===== config.mk =====
export PLATFORM = sky130hd
export DESIGN_NAME = alu8_core
export DESIGN_NICKNAME = d
export VERILOG_FILES = /design/src/rtl/alu8_pkg.sv /design/src/rtl/alu8_addsub.sv /design/src/rtl/alu8_logic.sv /design/src/rtl/alu8_core.sv
export SDC_FILE = /design/constraint.sdc
export NUM_CORES = 1
export LEC_CHECK = 0
export CAP_MARGIN = 20
export CORE_MARGIN = 2
export CORE_UTILIZATION = 53
export CTS_CLUSTER_SIZE = 12
export DETAILED_ROUTE_END_ITERATION = 16
export DONT_BUFFER_PORTS = 1
export PLACE_DENSITY = 0.68
export SETUP_SLACK_MARGIN = 0.02
export SLEW_MARGIN = 40
export SYNTH_ARGS = -nofsm -noshare
export SYNTH_HDL_FRONTEND = slang
export SYNTH_SLANG_ARGS = --single-unit

===== constraint.sdc =====
create_clock -name clk -period 1.7 [get_ports clk]
set_clock_uncertainty 0.2 [all_clocks]
set_input_delay 0.085 -clock clk [delete_from_list [all_inputs] [get_ports clk]]
set_output_delay 0.085 -clock clk [all_outputs]
set_load 0.005 [all_outputs]

===== src/rtl/alu8_pkg.sv =====
package alu8_pkg;

    typedef enum logic [2:0] {
        OP_ADD = 3'b000,
        OP_ADC = 3'b001,
        OP_SUB = 3'b010,
        OP_SBC = 3'b011,
        OP_AND = 3'b100,
        OP_XOR = 3'b101,
        OP_OR  = 3'b110,
        OP_CMP = 3'b111
    } alu_op_e;

    typedef enum logic [1:0] {
        LG_AND = 2'b00,
        LG_XOR = 2'b01,
        LG_OR  = 2'b10
    } logic_sel_e;

    localparam int FLAG_W   = 8;
    localparam int FB_SIGN  = 7;
    localparam int FB_ZERO  = 6;
    localparam int FB_HALF  = 4;
    localparam int FB_PV    = 2;
    localparam int FB_NEG   = 1;
    localparam int FB_CARRY = 0;

endpackage


===== src/rtl/alu8_addsub.sv =====
module alu8_addsub #(
    parameter int DATA_W = 8,
    parameter int HALF_B = 4
) (
    input  logic [DATA_W-1:0] a,
    input  logic [DATA_W-1:0] b,
    input  logic              cin,
    input  logic              sub,
    output logic [DATA_W-1:0] sum,
    output logic              carry,
    output logic              half,
    output logic              ovf
);
    localparam int LO_W = HALF_B + 1;
    localparam int HI_W = DATA_W + 1;

    logic [LO_W-1:0] lo_d;
    logic [HI_W-1:0] full_d;

    always_comb begin
        if (sub) begin
            lo_d   = {1'b0, a[HALF_B-1:0]} - {1'b0, b[HALF_B-1:0]} - {{HALF_B{1'b0}}, cin};
            full_d = {1'b0, a} - {1'b0, b} - {{DATA_W{1'b0}}, cin};
        end else begin
            lo_d   = {1'b0, a[HALF_B-1:0]} + {1'b0, b[HALF_B-1:0]} + {{HALF_B{1'b0}}, cin};
            full_d = {1'b0, a} + {1'b0, b} + {{DATA_W{1'b0}}, cin};
        end
        sum   = full_d[DATA_W-1:0];
        carry = full_d[DATA_W];
        half  = lo_d[HALF_B];
        if (sub) begin
            ovf = (a[DATA_W-1] != b[DATA_W-1]) && (sum[DATA_W-1] != a[DATA_W-1]);
        end else begin
            ovf = (a[DATA_W-1] == b[DATA_W-1]) && (sum[DATA_W-1] != a[DATA_W-1]);
        end
    end

endmodule


===== src/rtl/alu8_logic.sv =====
module alu8_logic
    import alu8_pkg::*;
#(
    parameter int DATA_W = 8
) (
    input  logic [DATA_W-1:0] a,
    input  logic [DATA_W-1:0] b,
    input  logic_sel_e        sel,
    output logic [DATA_W-1:0] y,
    output logic              par_even
);
    logic [DATA_W-1:0] ones_d;

    always_comb begin
        unique case (sel)
            LG_AND:  y = a & b;
            LG_XOR:  y = a ^ b;
            LG_OR:   y = a | b;
            default: y = a & b;
        endcase
    end

    generate
        for (genvar gi = 0; gi < DATA_W; gi++) begin : g_par
            if (gi == 0) begin : g_first
                assign ones_d[gi] = y[gi];
            end else begin : g_rest
                assign ones_d[gi] = ones_d[gi-1] ^ y[gi];
            end
        end
    endgenerate

    assign par_even = ~ones_d[DATA_W-1];

endmodule


===== src/rtl/alu8_core.sv =====
module alu8_core
    import alu8_pkg::*;
#(
    parameter int DATA_W = 8,
    parameter int HALF_B = 4
) (
    input  logic              clk,
    input  logic              rst_n,
    input  logic [2:0]        op_sel,
    input  logic              test_en,
    input  logic [DATA_W-1:0] acc_in,
    input  logic [DATA_W-1:0] opnd_in,
    input  logic [FLAG_W-1:0] flags_in,
    output logic [DATA_W-1:0] result,
    output logic              res_we,
    output logic [FLAG_W-1:0] flags_out
);
    typedef struct packed {
        logic [DATA_W-1:0] res;
        logic              we;
        logic [FLAG_W-1:0] flags;
    } alu_out_t;

    alu_op_e           op_d;
    logic              is_arith_d;
    logic              is_sub_d;
    logic              use_cin_d;
    logic_sel_e        lsel_d;
    logic [DATA_W-1:0] sum_d;
    logic              carry_d;
    logic              half_d;
    logic              ovf_d;
    logic [DATA_W-1:0] lg_d;
    logic              par_d;
    alu_out_t          out_d;
    alu_out_t          out_q;

    always_comb begin
        op_d       = alu_op_e'(op_sel);
        is_arith_d = !test_en && !op_sel[2];
        is_sub_d   = (op_d == OP_SUB) || (op_d == OP_SBC) || (op_d == OP_CMP);
        use_cin_d  = (op_d == OP_ADC) || (op_d == OP_SBC);
        if (test_en) begin
            lsel_d = LG_AND;
        end else begin
            unique case (op_d)
                OP_XOR:  lsel_d = LG_XOR;
                OP_OR:   lsel_d = LG_OR;
                default: lsel_d = LG_AND;
            endcase
        end
    end

    alu8_addsub #(
        .DATA_W (DATA_W),
        .HALF_B (HALF_B)
    ) i_addsub (
        .a     (acc_in),
        .b     (opnd_in),
        .cin   (use_cin_d & flags_in[FB_CARRY]),
        .sub   (is_sub_d),
        .sum   (sum_d),
        .carry (carry_d),
        .half  (half_d),
        .ovf   (ovf_d)
    );

    alu8_logic #(
        .DATA_W (DATA_W)
    ) i_logic (
        .a        (acc_in),
        .b        (opnd_in),
        .sel      (lsel_d),
        .y        (lg_d),
        .par_even (par_d)
    );

    always_comb begin
        out_d = '0;
        out_d.flags = flags_in;
        if (test_en || op_sel[2] && (op_d != OP_CMP)) begin
            out_d.res              = lg_d;
            out_d.flags[FB_HALF]   = (lsel_d == LG_AND);
            out_d.flags[FB_PV]     = par_d;
            out_d.flags[FB_NEG]    = 1'b0;
            out_d.flags[FB_CARRY]  = 1'b0;
        end else begin
            out_d.res              = sum_d;
            out_d.flags[FB_HALF]   = half_d;
            out_d.flags[FB_PV]     = ovf_d;
            out_d.flags[FB_NEG]    = is_sub_d;
            out_d.flags[FB_CARRY]  = carry_d;
        end
        out_d.flags[FB_SIGN] = out_d.res[DATA_W-1];
        out_d.flags[FB_ZERO] = (out_d.res == '0);
        out_d.we = !test_en && (op_d != OP_CMP);
        if (is_arith_d && !is_sub_d) begin
            out_d.flags[FB_NEG] = 1'b0;
        end
    end

    always_ff @(posedge clk or negedge rst_n) begin
        if (!rst_n) begin
            out_q <= '0;
        end else begin
            out_q <= out_d;
        end
    end

    assign result    = out_q.res;
    assign res_we    = out_q.we;
    assign flags_out = out_q.flags;

endmodule


==> results.tsv <==
metric	value	unit
grt_use_met1	32.52	%
synth_area_per_cell	8.256	um2
synthCells	229	
worst_slack	-0.7010	ns
tightest_slew	0.6589	ns
cts_tree	yes	
grt_start_max_net_pins	17	
first_pass_iters	5	
htreeDepth	1	
busiest_layer	met2	
grt_first_pass_wirelength	8714	um
p_clk_share	15.1	%
dp_cells	322	
rows	21	
place_congestion	0.8881	
dieWidth	63.73	um
cp-end-kind	register	
cp.arrival	2.41	ns
min_delay_path_depth	3	
ir_drop	237.1	uV
dp_hpwl	3962	um
placed_area	2425	um2
design_area	2850	um2
ff_latch_area	400.4	um2
syn_nets	296	
drv_cap	0	
grt_overflow_total	0	
groute.usage.overall	26.99	%
synthDistinctLibCells	40	
grt_pass1_vias	1981	
violations	setup timing	
grt.met2_usage	49.21	%
hp-class	in2reg	
io_pins	47	
io_buffers	0	
setup_tns	-3.448	ns
diodes	0	
path_class	in2reg	
status	finished with violations	
p_switching	605.0	uW
synth_edf_count	0	
p_int	1.009	mW
multi_input_area	1579	um2
vias	2013	
synthToLayoutAreaGrowth	50.76	%
die_area	4061	um2
final_cells	343	
worstPathRequired	1.71	ns
yosysWarningCount	0	
grt_use_met3	3.036	%
cts.sinks	16	
cp-start-kind	primary input	
rsz0062_at_grt	true	
fin_crit	2.401	ns
synth_area	1891	um2
cts.path.max_buffers	2	
hold_ws	0.02453	ns
pwr_density_cell	566.1	nW/um2
drt_iter0_markers	144	
hold_violations	0	
via_per_inst	5.869	
route.detailed.drc	0	
clk_pin_slew	0.09	ns
cp_max_fo	4	
start_util	55.78	%
netSwitchingFraction	37.49	%
die_y	63.73	um
place_ws	-0.9047	ns
routed_wl	6331	um
wl_per_cell	18.46	um
finalCritPeriodShare	141.2	%
nNetsFinal	365	
antenna_left	0	
power_frac_comb	56.8	%
num-fill-cells	167	
async_flop_share	100.0	%
ys_seq_area_share	21.18	%
power_leakage	1.357	nW
seqPwrFrac	28.0	%
cts_root_buffer	clkbuf_4	
maxSlewViolCount	0	
setup_viol	11	
p_total	1.614	mW
max_freq	416.5	MHz
synth.ff_latch_count	16	
antenna_found_initial	0	
core	3390	um2
numCtsBuffers	3	
slew_headroom	55.93	%
final_util	84.09	%
yosys_most_used_dff	dfrtp_1	
final_layout_size_suffix_gt1_share	42.09	%
-- cell usage in the layout (no fill, tap or decap), drive strengths merged --
cell type,synthesis,routed
o2111ai,1,1
a21oi,10,10
a211oi,2,2
clkbuf,3,4
a221oi,1,1
fa,4,4
nand3,5,5
or3,3,3
a22oi,7,7
o21a,5,5
a21o,4,4
clkinv,0,1
buf,4,62
a31oi,7,7
ha,33,33
a311o,1,1
nand2,19,19
o221a,1,1
o22ai,2,2
or2,1,1
nor2b,1,1
o221ai,1,1
clkinvlp,0,1
dlygate4sd3,0,9
and3,2,2
o21ai,19,19
dfrtp,16,16
and2,1,1
xnor2,16,16
nor3,2,2
mux2i,3,3
xor2,2,2
or4,2,2
nor2,8,8
inv,42,40
o211ai,1,1
-- final timing paths --
path                           start  slack (ns)           end
hold / removal             op_sel[2]        0.02     result[2]
setup / recovery           op_sel[2]       -0.70  flags_out[6]
max in group asynchronous      rst_n        0.81  flags_out[2]
min in group asynchronous      rst_n        0.06     result[3]
-- logic make-up (layout without fill, tap and decap cells) --
logic type	count (synthesis)	in the layout	share of synthesized area, %
mux	3	3	1.588
xor+xnor	18	18	8.737
fa+ha+maj	37	37	26.08
simple gates	44	44	11.12
flops	16	16	21.18
buf+inv	49	117	10.13
compound gates	62	62	21.18
-- registers in the layout (all words and copies together), names as in the netlist --
register	cells
res_we	1
flags_out	8
result	7
-- critical path: stages --
cell	delay [ns]
clkinv_16	0.03
nand3_4	0.07
fa_2	0.61
inv_2	0.05
ha_4	0.26
xnor2_2	0.10
mux2i_1	0.09
mux2i_1	0.23
o2111ai_1	0.21
or4_4	0.57
nor3_2	0.11
-- what timing repair did --
action | CTS | global route
hold buffers | 8 | 1
buffers inserted | 10 | 3
cloned | 0 | 0
gates resized for setup | 31 | 20
pin swaps | 21 | 24
setup endpoints to repair | 12 | 12
hold endpoints to repair | 23 | 1
-- metal layers --
metal  up-vias  wire length (um)
met1       965              2411
met2       105              3261
met3        35               386
met5         -                 0
li1        908                 -
met4         0               271
-- cells in the mapped netlist (3+ instances only) --
master,number,share of area [%]
ha_1,33,22
dfrtp_1,16,21
or3_1,3,0.99
a21o_1,4,1.6
nor2_1,8,1.6
o21a_1,5,2.0
inv_1,41,8.1
o21ai_0,16,4.2
fa_1,4,4.2
nand3_1,5,1.3
a22oi_1,7,2.8
clkbuf_1,3,0.60
xnor2_1,15,6.9
mux2i_1,3,1.6
buf_2,3,0.79
a21oi_1,10,2.6
nand2_1,19,3.8
a31oi_1,7,2.3
-- final cells by class --
| class | instances | area share [%] |
|---|---|---|
| inverter | 42 | 6.673 |
| sequential | 16 | 14.05 |
| clock buffer | 4 | 1.273 |
| tap | 46 | 2.019 |
| multi-input combinational | 164 | 55.40 |
| timing repair buffer | 71 | 20.59 |
-- power groups by stage --
stage               logic [mW]  clock network, mW  registers (mW)
finish                   0.917              0.244           0.452
global route             0.975              0.269           0.457
CTS                      0.805              0.242           0.451
detailed placement       0.711                  0           0.460
global placement         0.687                  0           0.458
floorplan                0.472                  0           0.454
(Power assumes the default switching activity.)
